File: config.mk
export PLATFORM = sky130hd
export DESIGN_NAME = sdc_bfly_stage
export DESIGN_NICKNAME = d
export VERILOG_FILES = /design/src/rtl/sdc_fft_pkg.sv /design/src/rtl/sdc_commutator.sv /design/src/rtl/sdc_addsub.sv /design/src/rtl/sdc_twiddle_mul.sv /design/src/rtl/sdc_bfly_stage.sv
export SDC_FILE = /design/constraint.sdc
export NUM_CORES = 2
export LEC_CHECK = 0
export BUFFER_PORTS_ARGS = -buffer_cell sky130_fd_sc_hd__buf_2
export CAP_MARGIN = 10
export CORE_MARGIN = 2
export CORE_UTILIZATION = 60
export CTS_CLUSTER_DIAMETER = 120
export DETAILED_ROUTE_END_ITERATION = 10
export PLACE_DENSITY_LB_ADDON = 0.08
export SLEW_MARGIN = 20
export SYNTH_ARGS = -nofsm -noshare
export SYNTH_HDL_FRONTEND = slang
export SYNTH_HIERARCHICAL = 1
export SYNTH_SLANG_ARGS = --single-unit
export TNS_END_PERCENT = 20
File: constraint.sdc
create_clock -name clk -period 9.39 [get_ports clk]
set_input_delay 1.878 -clock clk [delete_from_list [all_inputs] [get_ports clk]]
set_output_delay 1.878 -clock clk [all_outputs]
set_load 0.01 [all_outputs]
File: src/rtl/sdc_fft_pkg.sv
package sdc_fft_pkg;

    localparam int     TW_FRAC     = 14;
    localparam longint HALF_PI_Q30 = 64'sd1686629713;

    // sin(pi/2 * num/den) for 0 <= num <= den, returned in Q1.14, rounded
    function automatic int quarter_sine(input int num, input int den);
        longint x;
        longint x2;
        longint term;
        longint acc;
        x    = (HALF_PI_Q30 * longint'(num)) / longint'(den);
        x2   = (x * x) >>> 30;
        term = x;
        acc  = x;
        for (int k = 1; k <= 7; k++) begin
            term = -((term * x2) >>> 30) / longint'((2 * k) * (2 * k + 1));
            acc  = acc + term;
        end
        return int'((acc + (64'sd1 <<< 15)) >>> 16);
    endfunction

    // cos(2*pi*e/n), 0 <= e < n/2
    function automatic int twiddle_re(input int e, input int n);
        int q;
        q = 4 * e;
        if (q <= n) return quarter_sine(n - q, n);
        return -quarter_sine(q - n, n);
    endfunction

    // sin(2*pi*e/n), 0 <= e < n/2
    function automatic int twiddle_im(input int e, input int n);
        int q;
        q = 4 * e;
        if (q <= n) return quarter_sine(q, n);
        return quarter_sine(2 * n - q, n);
    endfunction

endpackage

File: src/rtl/sdc_commutator.sv
module sdc_commutator #(
    parameter int N     = 16,
    parameter int STAGE = 1,
    parameter int W     = 16
) (
    input  logic                          clk,
    input  logic                          rst,
    input  logic                          step,
    input  logic [W-1:0]                  in_data,
    input  logic [W-1:0]                  fb_data,
    output logic                          phase_hi,
    output logic                          part_im,
    output logic [$clog2(N>>STAGE)-1:0]   pos,
    output logic [W-1:0]                  tap_now,
    output logic [W-1:0]                  tap_next,
    output logic                          primed
);
    localparam int D   = N >> STAGE;
    localparam int DW  = 2 * D;
    localparam int LDW = $clog2(DW);
    localparam int CW  = LDW + 1;

    typedef struct packed {
        logic [DW-1:0][W-1:0] line;
        logic [CW-1:0]        cnt;
        logic                 primed;
    } comm_state_t;

    comm_state_t st_d, st_q;

    assign phase_hi = st_q.cnt[LDW];
    assign part_im  = st_q.cnt[0];
    assign pos      = st_q.cnt[LDW-1:1];
    assign tap_now  = st_q.line[DW-1];
    assign tap_next = st_q.line[DW-2];
    assign primed   = st_q.primed;

    always_comb begin
        st_d = st_q;
        if (step) begin
            st_d.line[0] = phase_hi ? fb_data : in_data;
            for (int i = 1; i < DW; i++) begin
                st_d.line[i] = st_q.line[i-1];
            end
            st_d.cnt = st_q.cnt + 1'b1;
            if (st_q.cnt == CW'(DW - 1)) begin
                st_d.primed = 1'b1;
            end
        end
    end

    always_ff @(posedge clk) begin
        if (rst) st_q <= '0;
        else     st_q <= st_d;
    end

endmodule

File: src/rtl/sdc_addsub.sv
module sdc_addsub #(
    parameter int W = 16
) (
    input  logic signed [W-1:0] op_a,
    input  logic signed [W-1:0] op_b,
    output logic signed [W-1:0] half_sum,
    output logic signed [W-1:0] half_diff
);
    logic signed [W:0] wide_sum;
    logic signed [W:0] wide_diff;

    always_comb begin
        wide_sum  = (W+1)'(op_a) + (W+1)'(op_b);
        wide_diff = (W+1)'(op_a) - (W+1)'(op_b);
        half_sum  = W'(wide_sum >>> 1);
        half_diff = W'(wide_diff >>> 1);
    end

endmodule

File: src/rtl/sdc_twiddle_mul.sv
module sdc_twiddle_mul
    import sdc_fft_pkg::*;
#(
    parameter int N     = 16,
    parameter int STAGE = 1,
    parameter int W     = 16,
    parameter int TW    = 16
) (
    input  logic                         clk,
    input  logic                         rst,
    input  logic                         step,
    input  logic                         part_im,
    input  logic [$clog2(N>>STAGE)-1:0]  pos,
    input  logic signed [W-1:0]          tap_now,
    input  logic signed [W-1:0]          tap_next,
    output logic signed [W-1:0]          prod
);
    localparam int     D        = N >> STAGE;
    localparam int     PW       = W + TW;
    localparam int     AW       = PW + 1;
    localparam longint HALF_LSB = 64'sd1 <<< (TW_FRAC - 1);

    typedef struct packed {
        logic signed [W-1:0] held;
    } mul_state_t;

    mul_state_t st_d, st_q;

    logic signed [TW-1:0] rom_c [D];
    logic signed [TW-1:0] rom_s [D];

    for (genvar g = 0; g < D; g++) begin : g_rom
        assign rom_c[g] = TW'(twiddle_re(g << (STAGE - 1), N));
        assign rom_s[g] = TW'(twiddle_im(g << (STAGE - 1), N));
    end

    logic signed [TW-1:0] coef_c;
    logic signed [TW-1:0] coef_s;
    logic signed [W-1:0]  op_b;
    logic signed [PW-1:0] p_one;
    logic signed [PW-1:0] p_two;
    logic signed [AW-1:0] acc;

    always_comb begin
        st_d = st_q;
        if (step && !part_im) begin
            st_d.held = tap_now;
        end
        coef_c = rom_c[pos];
        coef_s = rom_s[pos];
        // real half: dr*c + di*s ; imaginary half: di*c - dr*s
        op_b   = part_im ? st_q.held : tap_next;
        p_one  = PW'(tap_now) * PW'(coef_c);
        p_two  = PW'(op_b) * PW'(coef_s);
        acc    = part_im ? (AW'(p_one) - AW'(p_two)) : (AW'(p_one) + AW'(p_two));
        prod   = W'((acc + AW'(HALF_LSB)) >>> TW_FRAC);
    end

    always_ff @(posedge clk) begin
        if (rst) st_q <= '0;
        else     st_q <= st_d;
    end

endmodule

File: src/rtl/sdc_bfly_stage.sv
module sdc_bfly_stage #(
    parameter int N     = 16,
    parameter int STAGE = 1,
    parameter int W     = 16,
    parameter int TW    = 16
) (
    input  logic         clk,
    input  logic         rst,
    input  logic         in_valid,
    input  logic [W-1:0] in_data,
    output logic         out_valid,
    output logic [W-1:0] out_data
);
    localparam int D  = N >> STAGE;
    localparam int MW = $clog2(D);

    typedef struct packed {
        logic         out_valid;
        logic [W-1:0] out_data;
    } out_state_t;

    out_state_t st_d, st_q;

    logic          phase_hi;
    logic          part_im;
    logic [MW-1:0] pos;
    logic [W-1:0]  tap_now;
    logic [W-1:0]  tap_next;
    logic          primed;
    logic [W-1:0]  half_sum;
    logic [W-1:0]  half_diff;
    logic [W-1:0]  prod;

    sdc_commutator #(.N(N), .STAGE(STAGE), .W(W)) i_comm (
        .clk      (clk),
        .rst      (rst),
        .step     (in_valid),
        .in_data  (in_data),
        .fb_data  (half_diff),
        .phase_hi (phase_hi),
        .part_im  (part_im),
        .pos      (pos),
        .tap_now  (tap_now),
        .tap_next (tap_next),
        .primed   (primed)
    );

    sdc_addsub #(.W(W)) i_addsub (
        .op_a      (tap_now),
        .op_b      (in_data),
        .half_sum  (half_sum),
        .half_diff (half_diff)
    );

    sdc_twiddle_mul #(.N(N), .STAGE(STAGE), .W(W), .TW(TW)) i_mul (
        .clk      (clk),
        .rst      (rst),
        .step     (in_valid),
        .part_im  (part_im),
        .pos      (pos),
        .tap_now  (tap_now),
        .tap_next (tap_next),
        .prod     (prod)
    );

    always_comb begin
        st_d           = st_q;
        st_d.out_valid = in_valid && primed;
        if (in_valid) begin
            st_d.out_data = phase_hi ? half_sum : prod;
        end
    end

    always_ff @(posedge clk) begin
        if (rst) st_q <= '0;
        else     st_q <= st_d;
    end

    assign out_valid = st_q.out_valid;
    assign out_data  = st_q.out_data;

endmodule

Yosys cells after proc, flatten, opt, wreduce, memory -nomap -nowiden
Memory sizes are Yosys's and may differ from the RTL's. Index checks and enable logic that the tools add are counted.

$add $sub $neg: 6. $mul: 2. Order comparisons: 1. Equal/unequal tests: 1. Multiplexer cells: 8. Bitwise logic cells: 1. Reduce and logical (&&, ||, !) cells: 4.

Operators by type and width (count): two-way mux 16 bit (7); multiplier 16 x 16 -> 30 bit (2); adder 30 x 15 -> 30 bit, second input constant (1); adder 30 bit (1); two-way mux 30 bit (1); subtractor 30 bit (1); adder 16 x 16 -> 17 bit (1); subtractor 16 x 16 -> 17 bit (1); adder 5 x 1 -> 5 bit, second input constant (1); equality test 5 x 4 -> 1 bit, second input constant (1); >= comparator 4 bit, second input constant (1); inverter 3 -> 4 bit (1); logical AND 1 bit (2); AND reduction 2 bit (1); zero test 1 bit (1).

Register bits: 295. Bits in read-only memories: 256. Output and inout bits: 17. Logic and storage cells: 46. Memories kept: 2.

Memory list: (name not given) (words 8, width 16, rd ports 1, clocked after Yosys merged registers in 0, write ports 0, line sdc_twiddle_mul.sv:50) `coef_s = rom_s[pos];`; (name not given) (words 8, width 16, rd ports 1, clocked after Yosys merged registers in 0, write ports 0, line sdc_twiddle_mul.sv:49) `coef_c = rom_c[pos];`.

Logic depth before layout (Yosys ltp)
Word-level depth: 9. Depth in mapped cells: 47.

By module
Netlist, hierarchy kept.

By module, submodules not included: sdc_twiddle_mul (times used 1, cells each 2285, area each 20412.1 um^2, seq. area each 320.3 um^2); sdc_commutator (times used 1, cells each 906, area each 9741.8 um^2, seq. area each 5245.0 um^2); sdc_addsub (times used 1, cells each 226, area each 1665.3 um^2, seq. area each 0.0 um^2); sdc_bfly_stage (times used 1, cells each 75, area each 753.2 um^2, seq. area each 340.3 um^2).

Worst setup path after synthesis
OpenSTA, ideal clock, no wires.

Path type: register to register. Start point: register i_comm.st_q (netlist bit i_comm/pos[0]). End point: register st_q (netlist bit out_data[15]). Library setup time: 0.086 ns. Arrival: 10.070 ns. Path slack: -0.766 ns. Cell stages (with the launch flop): 45. Path through: dfxtp_1 -> buf_4 -> clkbuf_1 -> clkinv_1 -> ha_1 -> inv_1 -> o21ai_0 -> nand2_1 -> fa_1 -> fa_1 -> inv_1 -> fa_1 -> inv_1 -> fa_1 -> inv_1 -> fa_1 -> inv_1 -> fa_1 -> [9 not listed] -> nor3_1 -> nor2_1 -> xnor2_1 -> ha_1 -> a21o_1 -> a211oi_1 -> o21ai_0 -> o21ai_4 -> o21ai_2 -> and2_4 -> a21o_1 -> mux2_4 -> a2111oi_4 -> xnor2_1 -> xnor2_1 -> xnor2_1 -> mux2i_1 -> a211oi_1.

Word-level cells in the longest chain between the ends: 9. Elaborated cells on any way between the ends: 14. Those cells by class: add/sub: 3; mul: 2; mux: 6; bitwise: 1; memory: 2.

Ends and longest elaborated chain: start, declared (line sdc_commutator.sv:29) `comm_state_t st_d, st_q;`; start signal, assigned (line sdc_commutator.sv:54) `else st_q <= st_d;`; inverter 3 -> 4 bit (implied by the code) * (line sdc_twiddle_mul.sv:49, sdc_twiddle_mul.sv:50); memory read (8 x 16 bit) (on tied branches); two-way mux 16 bit (on tied branches) (2 in a row) (line sdc_twiddle_mul.sv:49, sdc_twiddle_mul.sv:50); multiplier 16 x 16 -> 30 bit (on tied branches) (line sdc_twiddle_mul.sv:53, sdc_twiddle_mul.sv:54); adder 30 bit / subtractor 30 bit (equally long branches) (line sdc_twiddle_mul.sv:55) `acc = part_im ? (AW'(p_one) - AW'(p_two)) : (AW'(p_one) + AW'(p_two));`; two-way mux 30 bit * (line sdc_twiddle_mul.sv:55); adder 30 x 15 -> 30 bit * (line sdc_twiddle_mul.sv:56) `prod = W'((acc + AW'(HALF_LSB)) >>> TW_FRAC);`; named net prod[15] (line sdc_bfly_stage.sv:32) `logic [W-1:0] prod;`; two-way mux 16 bit * (line sdc_bfly_stage.sv:70) `st_d.out_data = phase_hi ? half_sum : prod;`; end signal, assigned (line sdc_bfly_stage.sv:76) `else st_q <= st_d;`; end, declared (line sdc_bfly_stage.sv:22) `out_state_t st_d, st_q;`.

The timed path passes the listed nets; every way through them passes the cells marked *. The select of a mux whose other input is x is not followed. A chain may end at the register's enable or synchronous reset.

Final worst setup path
Start point: register i_comm.st_q (netlist bit i_comm/part_im). End point: register st_q (netlist bit out_data[15]).

Word-level cells in the longest chain between the ends: 6. Elaborated cells on any way between the ends: 7. Those cells by class: add/sub: 3; mul: 1; mux: 3.

Ends and longest elaborated chain: two-way mux 16 bit (line sdc_twiddle_mul.sv:52) `op_b = part_im ? st_q.held : tap_next;`; multiplier 16 x 16 -> 30 bit (line sdc_twiddle_mul.sv:54) `p_two = PW'(op_b) * PW'(coef_s);`; adder 30 bit / subtractor 30 bit (equally long branches) (line sdc_twiddle_mul.sv:55); two-way mux 30 bit * (line sdc_twiddle_mul.sv:55); adder 30 x 15 -> 30 bit * (line sdc_twiddle_mul.sv:56); named net prod[15] (line sdc_bfly_stage.sv:32); two-way mux 16 bit * (line sdc_bfly_stage.sv:70).

The timed path passes the listed nets; every way through them passes the cells marked *.

==> run summary <==
Relative area change from synthesis to final layout: 13.7%. The total area inside the core boundary comes to 53700 µm². VDD sags by at most 150 µV.

The delay of the slowest cell on the worst path is 0.55 ns, and the worst setup slack before clock tree synthesis is -0.550 ns. Measured against its own limit, the worst slew margin works out to 25.0%. The cell accounting for the most synthesized area is sky130_fd_sc_hd__fa_1.

When the netlist entered floorplanning its net count stood at 4213. Per report_power, the sequential group accounts for 46.9% of the total. CTS saw 295 sinks. Buffers inserted during clock tree synthesis total 28. The initial core utilization was 60.6%.

The worst register-to-register path ends at out_data[15]$_SDFFE_PP0P_. Worst-case hold path end point: out_valid$_SDFF_PP0_. The area after detailed placement is 35400 µm², and the max-capacitance violation count is 0. The number of synthesized flops with an enable pin is 0. The startpoint of the lowest-slack hold path is i_comm/primed$_SDFFE_PP0P_.

After routing the design area is 37000 µm². Setup repair after global routing could not meet its margin everywhere. In this run switching power makes up 25.0% of total power.

For the worst path setup slack after routing, the log shows -0.174 ns. The post-synth design cell area is 32600 µm², and the iteration count of the initial detailed-routing pass is 6. The run finished, with violations left. The initial antenna violation count was 1; the die extent in x was 237 µm. The worst setup path is launched from a flip-flop. The minimum period implied by the final worst setup slack was 9.56 ns. In this run the critical register-to-register path is launched from i_comm/part_im$_SDFFE_PP0P_.

The tools report the post-detailed-route count of antenna-violating nets as 0. The highest clock frequency the design can meet is 0.105 GHz. By area the synthesized netlist is led by sky130_fd_sc_hd__fa_1 (28%), sky130_fd_sc_hd__dfxtp_1 (18%), sky130_fd_sc_hd__ha_1 (9.3%). The worst hold path belongs to the class flip-flop to flip-flop.

The number of slew-limit violations in the final report is 0. The most common library cell in the layout ignoring fill and taps is sky130_fd_sc_hd__inv_1. The number of antenna diodes in the final layout is 0. The analysis attributes to net switching a power of 685 µW. The netlist uses 93 different library cells. A synthesized cell averages 9.33 µm². The post-synthesis sequential area ratio is 18.1%. The checks that failed: negative setup slack. The run gives 6 as the total of warnings raised by yosys.

The overall die height works out to 237 µm. The run gives 70000 µm as the HPWL after detailed placement. The number of flip-flops and latches in the synthesized netlist is 295, and the number of hold buffers added after cts is 0. In the routed layout, each cell is associated on average with a via count of 5.35. The share of synthesized registers carrying an async set or reset is 0%, and the setup skew after layout is 0.0199 ns. The leakage power summed over all cells is 0.0178 µW, and the pin count of the biggest net entering global routing is 121.

During I/O placement, the number of pins put on the boundary was 36. The total overflow left after global routing is 0. For the total number of nets in the final design, the log shows 4484. The tools report the routing usage on met1 as 42.2%. The tools report the root cell of the clock tree as sky130_fd_sc_hd__clkbuf_16. After synthesis, the largest area contributor takes up 28.2% of total cell area. In the layout the commonest cells are sky130_fd_sc_hd__inv_1 (607), sky130_fd_sc_hd__fa_1 (456), sky130_fd_sc_hd__nor2_1 (406). After detailed routing, the number of remaining DRC violations is 0. The detailed router finished its first iteration with 1255 violations. The fraction of layout instances using a drive strength above 1 came out at 16.1%. The run gives 25300 as the number of global-route vias before repair. The floorplan step defined a die boundary enclosing 56200 µm². After detailed routing, the average wire length per cell comes to 18.9 µm. The final hold violation count was 0. The run gives -0.17 ns as the minimum setup slack among reg-to-reg paths. The met2 global-route usage is 50.5%. The floorplan has 85 rows. Routability-driven placement finished with a final weighted congestion of 0.994. TritonCTS built the clock tree. For this block, the routed nets add up to 84800 µm of wire. The worst setup path is captured at a flip-flop.

Clock-pin slew was measured on the worst setup and hold paths at 0.07 ns. Setup violations remaining at the end of the flow were counted as 5. Of the available clock period, the critical path in the final layout requires 102%. The layer flagged by global routing as most heavily used is met2. Required time reported for the critical path endpoint: 9.89 ns. The most used flip-flop cell after synthesis is sky130_fd_sc_hd__dfxtp_1. The global-route usage over all layers was 31.0%; the cell area power density was 74.0 nW/µm².

Global routing consumed, on the met3 layer, 4.99% of the routing resources. The number of buffers inserted by port buffering came out at 35. The insertion delay to the later sink of the worst-skew pair was 0.59 ns. The dominant cell type by count on the critical path is sky130_fd_sc_hd__fa_1.

In the synthesized netlist, the number of instances is 3492. The slowest stage of the critical path belongs to the cell sky130_fd_sc_hd__fa_1. The hold path depth is 2.

Of the total power, the clock network draws 44.1%. Of all nets on the critical path, the largest fanout is 10. For the share of total power in combinational logic, the log shows 9.0%. The category of the critical setup timing path is flip-flop to flip-flop. The first global-routing pass estimated 136000 µm of wire. The logs give 2050 µW for the internal power and 1 for the number of H-tree levels.

At the worst endpoint, the arrival time is 10.06 ns. In this run the deepest clock path goes through 3 buffers. The measured slew at the worst slew-check pin was 1.12 ns. The logic depth of the worst register-to-register path came out at 41.

The vias after detailed routing was 24000.
-- per-layer routing --
layer,part of all wire (%),wire length (µm),vias up
met1,44,37300,11800
met5,0,0,-
li1,-,-,11500
met4,4.2,3530,0
met3,5.5,4670,176
met2,46,39300,544
-- cells in the mapped netlist, types with 8 or more instances --
cell type                    n
sky130_fd_sc_hd__buf_4      45
sky130_fd_sc_hd__a211oi_1   39
sky130_fd_sc_hd__nor4_1      8
sky130_fd_sc_hd__mux2i_1   297
sky130_fd_sc_hd__o21a_1     12
sky130_fd_sc_hd__nand4_1    13
sky130_fd_sc_hd__a21o_1     37
sky130_fd_sc_hd__dfxtp_1   295
sky130_fd_sc_hd__mux2_2     12
sky130_fd_sc_hd__nor2b_1    94
sky130_fd_sc_hd__and2_1     57
sky130_fd_sc_hd__o21ai_1     8
sky130_fd_sc_hd__buf_6      27
sky130_fd_sc_hd__nor3_1     22
sky130_fd_sc_hd__inv_1     614
sky130_fd_sc_hd__o21bai_1    9
sky130_fd_sc_hd__nor2_1    411
sky130_fd_sc_hd__fa_1      459
sky130_fd_sc_hd__nand2_1   176
sky130_fd_sc_hd__buf_2      33
sky130_fd_sc_hd__o21ai_0    40
sky130_fd_sc_hd__clkbuf_1   58
sky130_fd_sc_hd__xnor2_1   121
sky130_fd_sc_hd__nand3_1    23
sky130_fd_sc_hd__xor2_1     49
sky130_fd_sc_hd__a21oi_1   106
sky130_fd_sc_hd__ha_1      243
sky130_fd_sc_hd__nand2b_1   50
-- worst max-delay path: cells and delay by family (launching register included) --
family	cells	cell delay [ns]
XOR/XNOR	5	0.72
multiplexers	3	0.84
adder cells (fa/ha/maj)	8	3.66
AND/OR/NAND/NOR	8	1.72
buffers and inverters	10	0.77
flip-flops	1	0.45
AO/OA/AOI/OAI	7	1.30
-- how the worst max path moves through the flow --
stage	startpoint	end	cells past startpoint
finish	i_comm/part_im$_SDFFE_PP0P_	out_data[15]$_SDFFE_PP0P_	41
global route	i_comm/pos[1]$_SDFFE_PP0P_	out_data[15]$_SDFFE_PP0P_	43
CTS	i_comm/pos[1]$_SDFFE_PP0P_	out_data[15]$_SDFFE_PP0P_	39
detailed placement	i_comm/pos[0]$_SDFFE_PP0P_	out_data[12]$_SDFFE_PP0P_	43
global placement	i_comm/pos[0]$_SDFFE_PP0P_	out_data[12]$_SDFFE_PP0P_	42
floorplan	i_comm/pos[0]$_SDFFE_PP0P_	out_data[15]$_SDFFE_PP0P_	45
-- area by class of cell --
class | instances | area (µm²)
fill | 4346 | 16700
inverter | 616 | 2320
clock inverter | 17 | 229
clock buffer | 35 | 757
sequential | 295 | 5920
timing repair buffer | 415 | 3190
multi-input combinational | 2407 | 23700
tap | 696 | 871
-- what timing repair did --
item | 4_1_cts | 5_1_grt
resized for setup | 52 | 52
endpoints found under the setup margin | 10 | 11
pin swaps | 30 | 62
cloned | 1 | 0
buffers inserted | 10 | 16
-- cells by family (layout without fill, tap and decap cells) --
family	after synthesis	count (layout)	share of synthesized area, %
AO/OA/AOI/OAI	325	326	6.73
XOR/XNOR	170	170	4.57
adder cells (fa/ha/maj)	702	702	37.5
buffers and inverters	791	1083	10.6
flip-flops	295	295	18.1
multiplexers	313	313	9.73
AND/OR/NAND/NOR	896	896	12.7
-- sequential cells by signal, indices dropped and copies added (netlist names) --
| register | cells |
|---|---|
| i_mul/st_q | 16 |
| out_valid | 1 |
| i_comm/pos | 3 |
| i_comm/primed | 1 |
| i_comm/tap_next | 16 |
| i_comm/part_im | 1 |
| out_data | 16 |
| i_comm/tap_now | 16 |
| i_comm/st_q | 224 |
| i_comm/phase_hi | 1 |
-- power by group through the flow --
| stage | Clock (µW) | Combinational, µW | Sequential (µW) |
|---|---|---|---|
| 2_1_floorplan | 0 | 179 | 1300 |
| 3_3_place_gp | 0 | 232 | 1310 |
| 3_5_place_dp | 0 | 235 | 1310 |
| 4_1_cts | 1230 | 242 | 1280 |
| 5_1_grt | 1280 | 263 | 1290 |
| 6_report | 1210 | 247 | 1280 |
-- through the flow --
step | hold slack, ns | utilization [%] | total power (µW) | instances | setup TNS, ns
after floorplan | 0.418 | - | 1480 | 3492 | 0
after global placement | 0.439 | 65.9 | 1540 | 4402 | -1.40
after detailed placement | 0.437 | 65.9 | 1550 | 4402 | -3.26
after CTS | 0.460 | 68.3 | 2760 | 4465 | -0.0553
after global routing | 0.472 | 68.9 | 2830 | 4481 | -3.34
final | 0.456 | 68.9 | 2740 | 4481 | -0.283
Note: power is estimated with default switching activity, not from simulation.
